===== config.mk =====
export PLATFORM = sky130hd
export DESIGN_NAME = txCommitUnit
export DESIGN_NICKNAME = d
export VERILOG_FILES = /design/src/rtl/txCommitPkg.sv /design/src/rtl/txCommitPath.sv /design/src/rtl/txCommitCtrl.sv /design/src/rtl/txCommitUnit.sv
export SDC_FILE = /design/constraint.sdc
export NUM_CORES = 1
export LEC_CHECK = 0
export ABC_CLOCK_PERIOD_IN_PS = 6500
export BUFFER_PORTS_ARGS = -buffer_cell sky130_fd_sc_hd__buf_2
export CELL_PAD_IN_SITES_DETAIL_PLACEMENT = 1
export CELL_PAD_IN_SITES_GLOBAL_PLACEMENT = 1
export CORE_ASPECT_RATIO = 1.2
export CORE_MARGIN = 1
export CORE_UTILIZATION = 25
export DETAILED_ROUTE_END_ITERATION = 8
export PLACE_DENSITY_LB_ADDON = 0.2
export REMOVE_ABC_BUFFERS = 1
export SLEW_MARGIN = 15
export SYNTH_ARGS = -nofsm -noshare
export SYNTH_HDL_FRONTEND = slang
export SYNTH_SLANG_ARGS = --single-unit

===== constraint.sdc =====
create_clock -name clk -period 6.5 [get_ports clk]
set_input_delay 0.325 -clock clk [delete_from_list [all_inputs] [get_ports clk]]
set_output_delay 0.325 -clock clk [all_outputs]
set_load 0.005 [all_outputs]

===== src/rtl/txCommitPkg.sv =====
package txCommitPkg;
  typedef enum logic [1:0] {OP_LOAD = 2'd0, OP_STORE = 2'd1, OP_COMMIT = 2'd2} opKind_t;
  typedef enum logic [1:0] {SRC_LOAD, SRC_CHECK, SRC_FLUSH} memSrc_t;
  typedef struct packed {
    logic    latchOp;
    logic    rdAppend;
    logic    wrPut;
    logic    loadFromLog;
    logic    loadFromMem;
    logic    idxClear;
    logic    idxInc;
    logic    commitOk;
    logic    abortTx;
    memSrc_t memSrc;
  } strobes_t;
endpackage


===== src/rtl/txCommitPath.sv =====
module txCommitPath
  import txCommitPkg::*;
#(
  parameter int ADDR_W   = 8,
  parameter int DATA_W   = 16,
  parameter int RD_DEPTH = 4,
  parameter int WR_DEPTH = 4
) (
  input  logic              clk,
  input  logic              rstN,
  input  strobes_t          stb,
  input  logic [ADDR_W-1:0] opAddr,
  input  logic [DATA_W-1:0] opData,
  input  logic [DATA_W-1:0] memRspData,
  output logic [ADDR_W-1:0] memReqAddr,
  output logic [DATA_W-1:0] memReqData,
  output logic              wrHit,
  output logic              rdFull,
  output logic              wrFull,
  output logic              rdEmpty,
  output logic              wrEmpty,
  output logic              rdLast,
  output logic              wrLast,
  output logic              checkMatch,
  output logic              loadDone,
  output logic [DATA_W-1:0] loadData,
  output logic              commitDone,
  output logic              txAbort
);
  localparam int MAX_DEPTH = (RD_DEPTH > WR_DEPTH) ? RD_DEPTH : WR_DEPTH;
  localparam int CNT_W = $clog2(MAX_DEPTH + 1);
  localparam int RD_IW = $clog2(RD_DEPTH);
  localparam int WR_IW = $clog2(WR_DEPTH);

  logic [ADDR_W-1:0] rdAddrQ [RD_DEPTH];
  logic [DATA_W-1:0] rdDataQ [RD_DEPTH];
  logic [ADDR_W-1:0] wrAddrQ [WR_DEPTH];
  logic [DATA_W-1:0] wrDataQ [WR_DEPTH];
  logic [CNT_W-1:0]  rdCount, wrCount, idx;
  logic [ADDR_W-1:0] curAddr;
  logic [WR_DEPTH-1:0] hitVec;
  logic [WR_IW-1:0]  hitIdx;
  logic [RD_IW-1:0]  rdIdx;
  logic [WR_IW-1:0]  wrIdx;
  logic              clearLogs;

  assign clearLogs = stb.commitOk | stb.abortTx;
  assign rdIdx = idx[RD_IW-1:0];
  assign wrIdx = idx[WR_IW-1:0];

  // one address comparator per write-log entry
  for (genvar g = 0; g < WR_DEPTH; g++) begin : gMatch
    assign hitVec[g] = (CNT_W'(g) < wrCount) && (wrAddrQ[g] == opAddr);
  end
  assign wrHit = |hitVec;

  always_comb begin
    hitIdx = '0;
    for (int i = 0; i < WR_DEPTH; i++)
      if (hitVec[i]) hitIdx = WR_IW'(i);
  end

  assign rdFull     = (rdCount == CNT_W'(RD_DEPTH));
  assign wrFull     = (wrCount == CNT_W'(WR_DEPTH));
  assign rdEmpty    = (rdCount == '0);
  assign wrEmpty    = (wrCount == '0);
  assign rdLast     = ((idx + CNT_W'(1)) == rdCount);
  assign wrLast     = ((idx + CNT_W'(1)) == wrCount);
  assign checkMatch = (memRspData == rdDataQ[rdIdx]);

  always_comb begin
    memReqData = wrDataQ[wrIdx];
    unique case (stb.memSrc)
      SRC_CHECK: memReqAddr = rdAddrQ[rdIdx];
      SRC_FLUSH: memReqAddr = wrAddrQ[wrIdx];
      default:   memReqAddr = curAddr;
    endcase
  end

  // log storage
  always_ff @(posedge clk) begin
    for (int i = 0; i < RD_DEPTH; i++)
      if (stb.rdAppend && rdCount == CNT_W'(i)) begin
        rdAddrQ[i] <= curAddr;
        rdDataQ[i] <= memRspData;
      end
    for (int i = 0; i < WR_DEPTH; i++)
      if (stb.wrPut && ((wrHit && hitIdx == WR_IW'(i)) || (!wrHit && wrCount == CNT_W'(i)))) begin
        wrAddrQ[i] <= opAddr;
        wrDataQ[i] <= opData;
      end
    if (stb.latchOp) curAddr <= opAddr;
  end

  always_ff @(posedge clk) begin
    if (!rstN) begin
      rdCount    <= '0;
      wrCount    <= '0;
      idx        <= '0;
      loadDone   <= 1'b0;
      loadData   <= '0;
      commitDone <= 1'b0;
      txAbort    <= 1'b0;
    end else begin
      if (clearLogs) begin
        rdCount <= '0;
        wrCount <= '0;
      end else begin
        if (stb.rdAppend) rdCount <= rdCount + CNT_W'(1);
        if (stb.wrPut && !wrHit) wrCount <= wrCount + CNT_W'(1);
      end
      if (stb.idxClear)    idx <= '0;
      else if (stb.idxInc) idx <= idx + CNT_W'(1);
      loadDone   <= stb.loadFromLog | stb.loadFromMem;
      if (stb.loadFromLog)      loadData <= wrDataQ[hitIdx];
      else if (stb.loadFromMem) loadData <= memRspData;
      commitDone <= stb.commitOk;
      txAbort    <= stb.abortTx;
    end
  end
endmodule


===== src/rtl/txCommitCtrl.sv =====
module txCommitCtrl
  import txCommitPkg::*;
(
  input  logic       clk,
  input  logic       rstN,
  input  logic       opValid,
  input  logic [1:0] opKind,
  input  logic       memRspValid,
  input  logic       wrHit,
  input  logic       rdFull,
  input  logic       wrFull,
  input  logic       rdEmpty,
  input  logic       wrEmpty,
  input  logic       rdLast,
  input  logic       wrLast,
  input  logic       checkMatch,
  output strobes_t   stb,
  output logic       opReady,
  output logic       memReqValid,
  output logic       memReqWrite,
  output logic       memLock
);
  typedef enum logic [2:0] {
    S_IDLE, S_LD_REQ, S_LD_WAIT, S_CHK_REQ, S_CHK_WAIT, S_WB_REQ, S_WB_WAIT
  } state_t;

  state_t state, nextState;

  assign opReady = (state == S_IDLE);
  assign memLock = (state == S_CHK_REQ) || (state == S_CHK_WAIT) ||
                   (state == S_WB_REQ)  || (state == S_WB_WAIT);

  always_comb begin
    stb         = '0;
    stb.memSrc  = SRC_LOAD;
    nextState   = state;
    memReqValid = 1'b0;
    memReqWrite = 1'b0;
    unique case (state)
      S_IDLE: if (opValid) begin
        if (opKind == OP_LOAD) begin
          if (wrHit)       stb.loadFromLog = 1'b1;
          else if (rdFull) stb.abortTx = 1'b1;
          else begin
            stb.latchOp = 1'b1;
            nextState   = S_LD_REQ;
          end
        end else if (opKind == OP_STORE) begin
          if (wrHit || !wrFull) stb.wrPut = 1'b1;
          else                  stb.abortTx = 1'b1;
        end else if (opKind == OP_COMMIT) begin
          stb.idxClear = 1'b1;
          if (!rdEmpty)      nextState = S_CHK_REQ;
          else if (!wrEmpty) nextState = S_WB_REQ;
          else               stb.commitOk = 1'b1;
        end
      end
      S_LD_REQ: begin
        memReqValid = 1'b1;
        nextState   = S_LD_WAIT;
      end
      S_LD_WAIT: if (memRspValid) begin
        stb.rdAppend    = 1'b1;
        stb.loadFromMem = 1'b1;
        nextState       = S_IDLE;
      end
      S_CHK_REQ: begin
        stb.memSrc  = SRC_CHECK;
        memReqValid = 1'b1;
        nextState   = S_CHK_WAIT;
      end
      S_CHK_WAIT: begin
        stb.memSrc = SRC_CHECK;
        if (memRspValid) begin
          if (!checkMatch) begin
            stb.abortTx = 1'b1;
            nextState   = S_IDLE;
          end else if (rdLast) begin
            stb.idxClear = 1'b1;
            if (!wrEmpty) nextState = S_WB_REQ;
            else begin
              stb.commitOk = 1'b1;
              nextState    = S_IDLE;
            end
          end else begin
            stb.idxInc = 1'b1;
            nextState  = S_CHK_REQ;
          end
        end
      end
      S_WB_REQ: begin
        stb.memSrc  = SRC_FLUSH;
        memReqValid = 1'b1;
        memReqWrite = 1'b1;
        nextState   = S_WB_WAIT;
      end
      S_WB_WAIT: begin
        stb.memSrc = SRC_FLUSH;
        if (memRspValid) begin
          if (wrLast) begin
            stb.commitOk = 1'b1;
            nextState    = S_IDLE;
          end else begin
            stb.idxInc = 1'b1;
            nextState  = S_WB_REQ;
          end
        end
      end
      default: nextState = S_IDLE;
    endcase
  end

  always_ff @(posedge clk) begin
    if (!rstN) state <= S_IDLE;
    else       state <= nextState;
  end
endmodule


===== src/rtl/txCommitUnit.sv =====
module txCommitUnit
  import txCommitPkg::*;
#(
  parameter int ADDR_W   = 8,
  parameter int DATA_W   = 16,
  parameter int RD_DEPTH = 4,
  parameter int WR_DEPTH = 4
) (
  input  logic              clk,
  input  logic              rstN,
  input  logic              opValid,
  input  logic [1:0]        opKind,
  input  logic [ADDR_W-1:0] opAddr,
  input  logic [DATA_W-1:0] opData,
  output logic              opReady,
  output logic              loadDone,
  output logic [DATA_W-1:0] loadData,
  output logic              commitDone,
  output logic              txAbort,
  output logic              memReqValid,
  output logic              memReqWrite,
  output logic [ADDR_W-1:0] memReqAddr,
  output logic [DATA_W-1:0] memReqData,
  input  logic              memRspValid,
  input  logic [DATA_W-1:0] memRspData,
  output logic              memLock
);
  strobes_t stb;
  logic wrHit, rdFull, wrFull, rdEmpty, wrEmpty, rdLast, wrLast, checkMatch;

  txCommitCtrl i_ctrl (
    .clk(clk), .rstN(rstN), .opValid(opValid), .opKind(opKind),
    .memRspValid(memRspValid), .wrHit(wrHit), .rdFull(rdFull), .wrFull(wrFull),
    .rdEmpty(rdEmpty), .wrEmpty(wrEmpty), .rdLast(rdLast), .wrLast(wrLast),
    .checkMatch(checkMatch), .stb(stb), .opReady(opReady),
    .memReqValid(memReqValid), .memReqWrite(memReqWrite), .memLock(memLock)
  );

  txCommitPath #(
    .ADDR_W(ADDR_W), .DATA_W(DATA_W), .RD_DEPTH(RD_DEPTH), .WR_DEPTH(WR_DEPTH)
  ) i_path (
    .clk(clk), .rstN(rstN), .stb(stb), .opAddr(opAddr), .opData(opData),
    .memRspData(memRspData), .memReqAddr(memReqAddr), .memReqData(memReqData),
    .wrHit(wrHit), .rdFull(rdFull), .wrFull(wrFull), .rdEmpty(rdEmpty),
    .wrEmpty(wrEmpty), .rdLast(rdLast), .wrLast(wrLast), .checkMatch(checkMatch),
    .loadDone(loadDone), .loadData(loadData), .commitDone(commitDone),
    .txAbort(txAbort)
  );
endmodule


==> summary.md <==
| Metric | Value |
|---|---|
| Outcome | `finished, final reports clean` |
| Ys flop type | `edfxtp_1` |
| H-tree depth | `1` |
| Clock Pin Slew Worst Setup and Hold Paths | `0.06 ns` |
| Vias | `6,089` |
| I/O Buffers | `92` |
| Slew Limit Fails | `0` |
| #FFs+latches synth | `233` |
| Kind of critical path | `flip-flop to flip-flop` |
| TritonCTS Buffers | `24` |
| Hold Violations, Final | `0` |
| Post-Route Setup TNS | `0 ns` |
| Share of cells above drive strength 1 | `0.2725` |
| RSZ-0062 raised after global routing | `no` |
| Global Route Usage Sum | `0.1321` |
| Crit. End Element | `flip-flop` |
| First-pass GRT wire length | `42,210 um` |
| Pre-CTS setup slack | `2.770 ns` |
| FMAX | `280.0 MHz` |
| FP Rows | `81` |
| Setup crit start kind | `flip-flop` |
| Ant. Diodes | `0` |
| Vias in the first global route | `6,568` |
| Post-route ant nets | `0` |
| Remaining DRCs | `0` |
| Slowest stage cell, crit path | `a211oi_4` |
| CTS Sinks | `233` |
| Tightest Pin Transition | `1.046 ns` |
| WHS | `0.03016 ns` |
| Die width | `188.5 um` |
| Post-Synthesis Cell Area | `0.01044 mm^2` |
| CTS Root Buffer Type | `clkbuf_16` |
| Area delta synth->final | `19.24%` |
| Most frequent cell after synthesis | `edfxtp_1` |
| Max Cap Violations | `0` |
| GRT overflow | `0` |
| Drt pass-1 iters | `6` |
| Worst path arrival time | `3.78 ns` |
| Worst Path Required | `6.71 ns` |
| Post-synth top cells | `200 x edfxtp_1, 49 x xnor2_1, 48 x nand2_1` |
| Critical-path cell list | `a21oi_1 > nor4_1 > nand4_1 > buf_4 > o31a_1 > nand2_1 > o21ai_0 > a211oi_4 > buf_4` |
| Fillcell total | `4,391` |
| Hold Path Class | `input pin to flip-flop` |
| Ys async rst share | `0` |
| Synth top area cells | `edfxtp_1 58%, mux4_2 10%, dfxtp_1 6.3%` |
| CTS tree | `yes` |
| Largest area contributor in the netlist | `edfxtp_1` |
| Yosys Warn Count | `0` |
| IO Count | `93` |
| Multi-input logic area | `0.003613 mm^2` |
| Mapped Cells | `692` |
| Non-filler cells in the finished layout | `1,350` |
| Hpwl dp | `19,180 um` |
| Crit-path max cell delay | `0.67 ns` |
| GP Congestion | `0.7382` |
| Chip height | `225.8 um` |
| Critical path fanouts, max | `34` |
| DP Cell Count | `1,296` |
| Tmin final | `3.572 ns` |
| Cell mode on critical path | `buf_4` |
| Die area | `0.04256 mm^2` |
| Total core area | `0.04094 mm^2` |
| Wire per inst | `20.65 um` |
| Tcrit/Tclk final | `0.5495` |
| Drt first-iter violations | `277` |
| Final instance area | `0.01244 mm^2` |
| Final worst setup slack | `2.928 ns` |
| Setup Skew | `0.01475 ns` |
| Post-Route WL | `27,880 um` |
| Sequential fraction of the synthesis area | `0.6388` |
| Post-synth top area share | `0.5755` |
| Postcts setup bufs | `0` |
| Final setup violation count | `0` |
| Clock latency at the later pin of the worst-skew pair | `0.54 ns` |
| Pleak | `0.004222 uW` |
| Clock Tree Buf Depth | `3` |
| EDFF count, synth | `200` |
| Largest net degree at the start of global routing | `35` |
| Nets | `851` |
| Avg Inst Size Synth | `15.08 um^2` |
| Count of cell types in the netlist | `55` |
| Slew margin rel. | `0.3005` |
| Placed inst area | `0.01154 mm^2` |
| Peak supply drop | `0.0002056 V` |
| Initial antenna violation count | `0` |
| Starting Density | `0.2549` |
| Sequential cell area | `0.006671 mm^2` |
| Pwr/cell area | `287.8 mW/mm^2` |
| Vias/cell | `4.510` |
-- state kept, by name (all words and copies together) (netlist names), named ones only --
register           cells
i_path.wrCount         3
i_path.rdDataQ        64
i_path.idx             3
i_path.curAddr         8
i_path.wrDataQ        64
i_path.loadDone        1
i_path.txAbort         1
i_path.rdAddrQ        32
i_path.rdCount         3
i_path.commitDone      1
i_path.loadData       16
i_ctrl.state           3
i_path.wrAddrQ        32
-- layout make-up --
type,count,share of cell area
flip-flops and latches,233,0.5361
multi-input cells,411,0.2904
well taps,539,0.05420
clock buffers,34,0.05370
repair buffers,113,0.05168
clock inverters,10,0.01086
inverters,10,0.003017
-- per-layer routing --
| metal | up-vias | share of wire | GRT usage | wire length (um) |
|---|---|---|---|---|
| li1 | 2864 | - | - | - |
| met1 | 3112 | 0.44 | 0.1680 | 12380 |
| met2 | 79 | 0.51 | 0.2335 | 14180 |
| met3 | 34 | 0.026 | 0.01554 | 724 |
| met4 | 0 | 0.021 | 0.04058 | 588 |
| met5 | - | 0 | 0 | 0 |
-- layout by cell type (no fill, tap or decap), drive strengths merged, types with 16 or more instances in the layout --
master / instances
mux4: 48
nand2: 48
dfxtp: 33
nand3: 25
o211a: 16
a21oi: 33
nor2: 47
edfxtp: 200
xnor2: 49
mux2i: 18
clkbuf: 34
mux2: 17
buf: 103
-- worst paths after layout --
check	slack (ns)	depth (start not counted)	start	to
worst max-delay path	2.93	9	i_path.wrCount[2]	i_path.wrAddrQ[2][6]
worst min register to register	0.52	2	i_path.idx[2]	i_path.idx[2]
worst max register to register	2.93	9	i_path.wrCount[2]	i_path.wrAddrQ[2][6]
worst min-delay path	0.03	1	opData[3]	i_path.wrDataQ[0][3]
-- worst max-delay path, delay by kind of cell (launching register included) --
family / cells / cell delay [ns]
simple gates: 3 / 0.62
flops: 1 / 0.63
buf+inv: 2 / 0.66
compound gates: 4 / 1.32
-- where the power goes --
part	total [uW]	switching [uW]	internal, uW
Combinational	452	266	187
Sequential	1720	46.9	1670
Clock	1410	574	837
Total	3580	887	2690
-- per-stage QoR --
stage | util | power (uW)
2_1_floorplan | - | 1994
3_3_place_gp | 0.2818 | 2207
3_5_place_dp | 0.2818 | 2210
4_1_cts | 0.3038 | 3639
5_1_grt | 0.3039 | 3730
6_report | 0.3039 | 3581
-- cell families (layout without fill, tap and decap cells) --
kind of cell,after synthesis,count (layout),synth area share
flops,233,233,0.6388
simple gates,170,170,0.07962
compound gates,85,85,0.05719
mux,83,83,0.1396
xor+xnor,61,61,0.05120
buf+inv,48,167,0.01918
fa+ha+maj,12,12,0.01439
-- timing repair --
action	4_1_cts	5_1_grt
endpoints found under the hold margin	39	0
hold buffers	10	0
resized for setup	0	0
(Power assumes the default switching activity.)
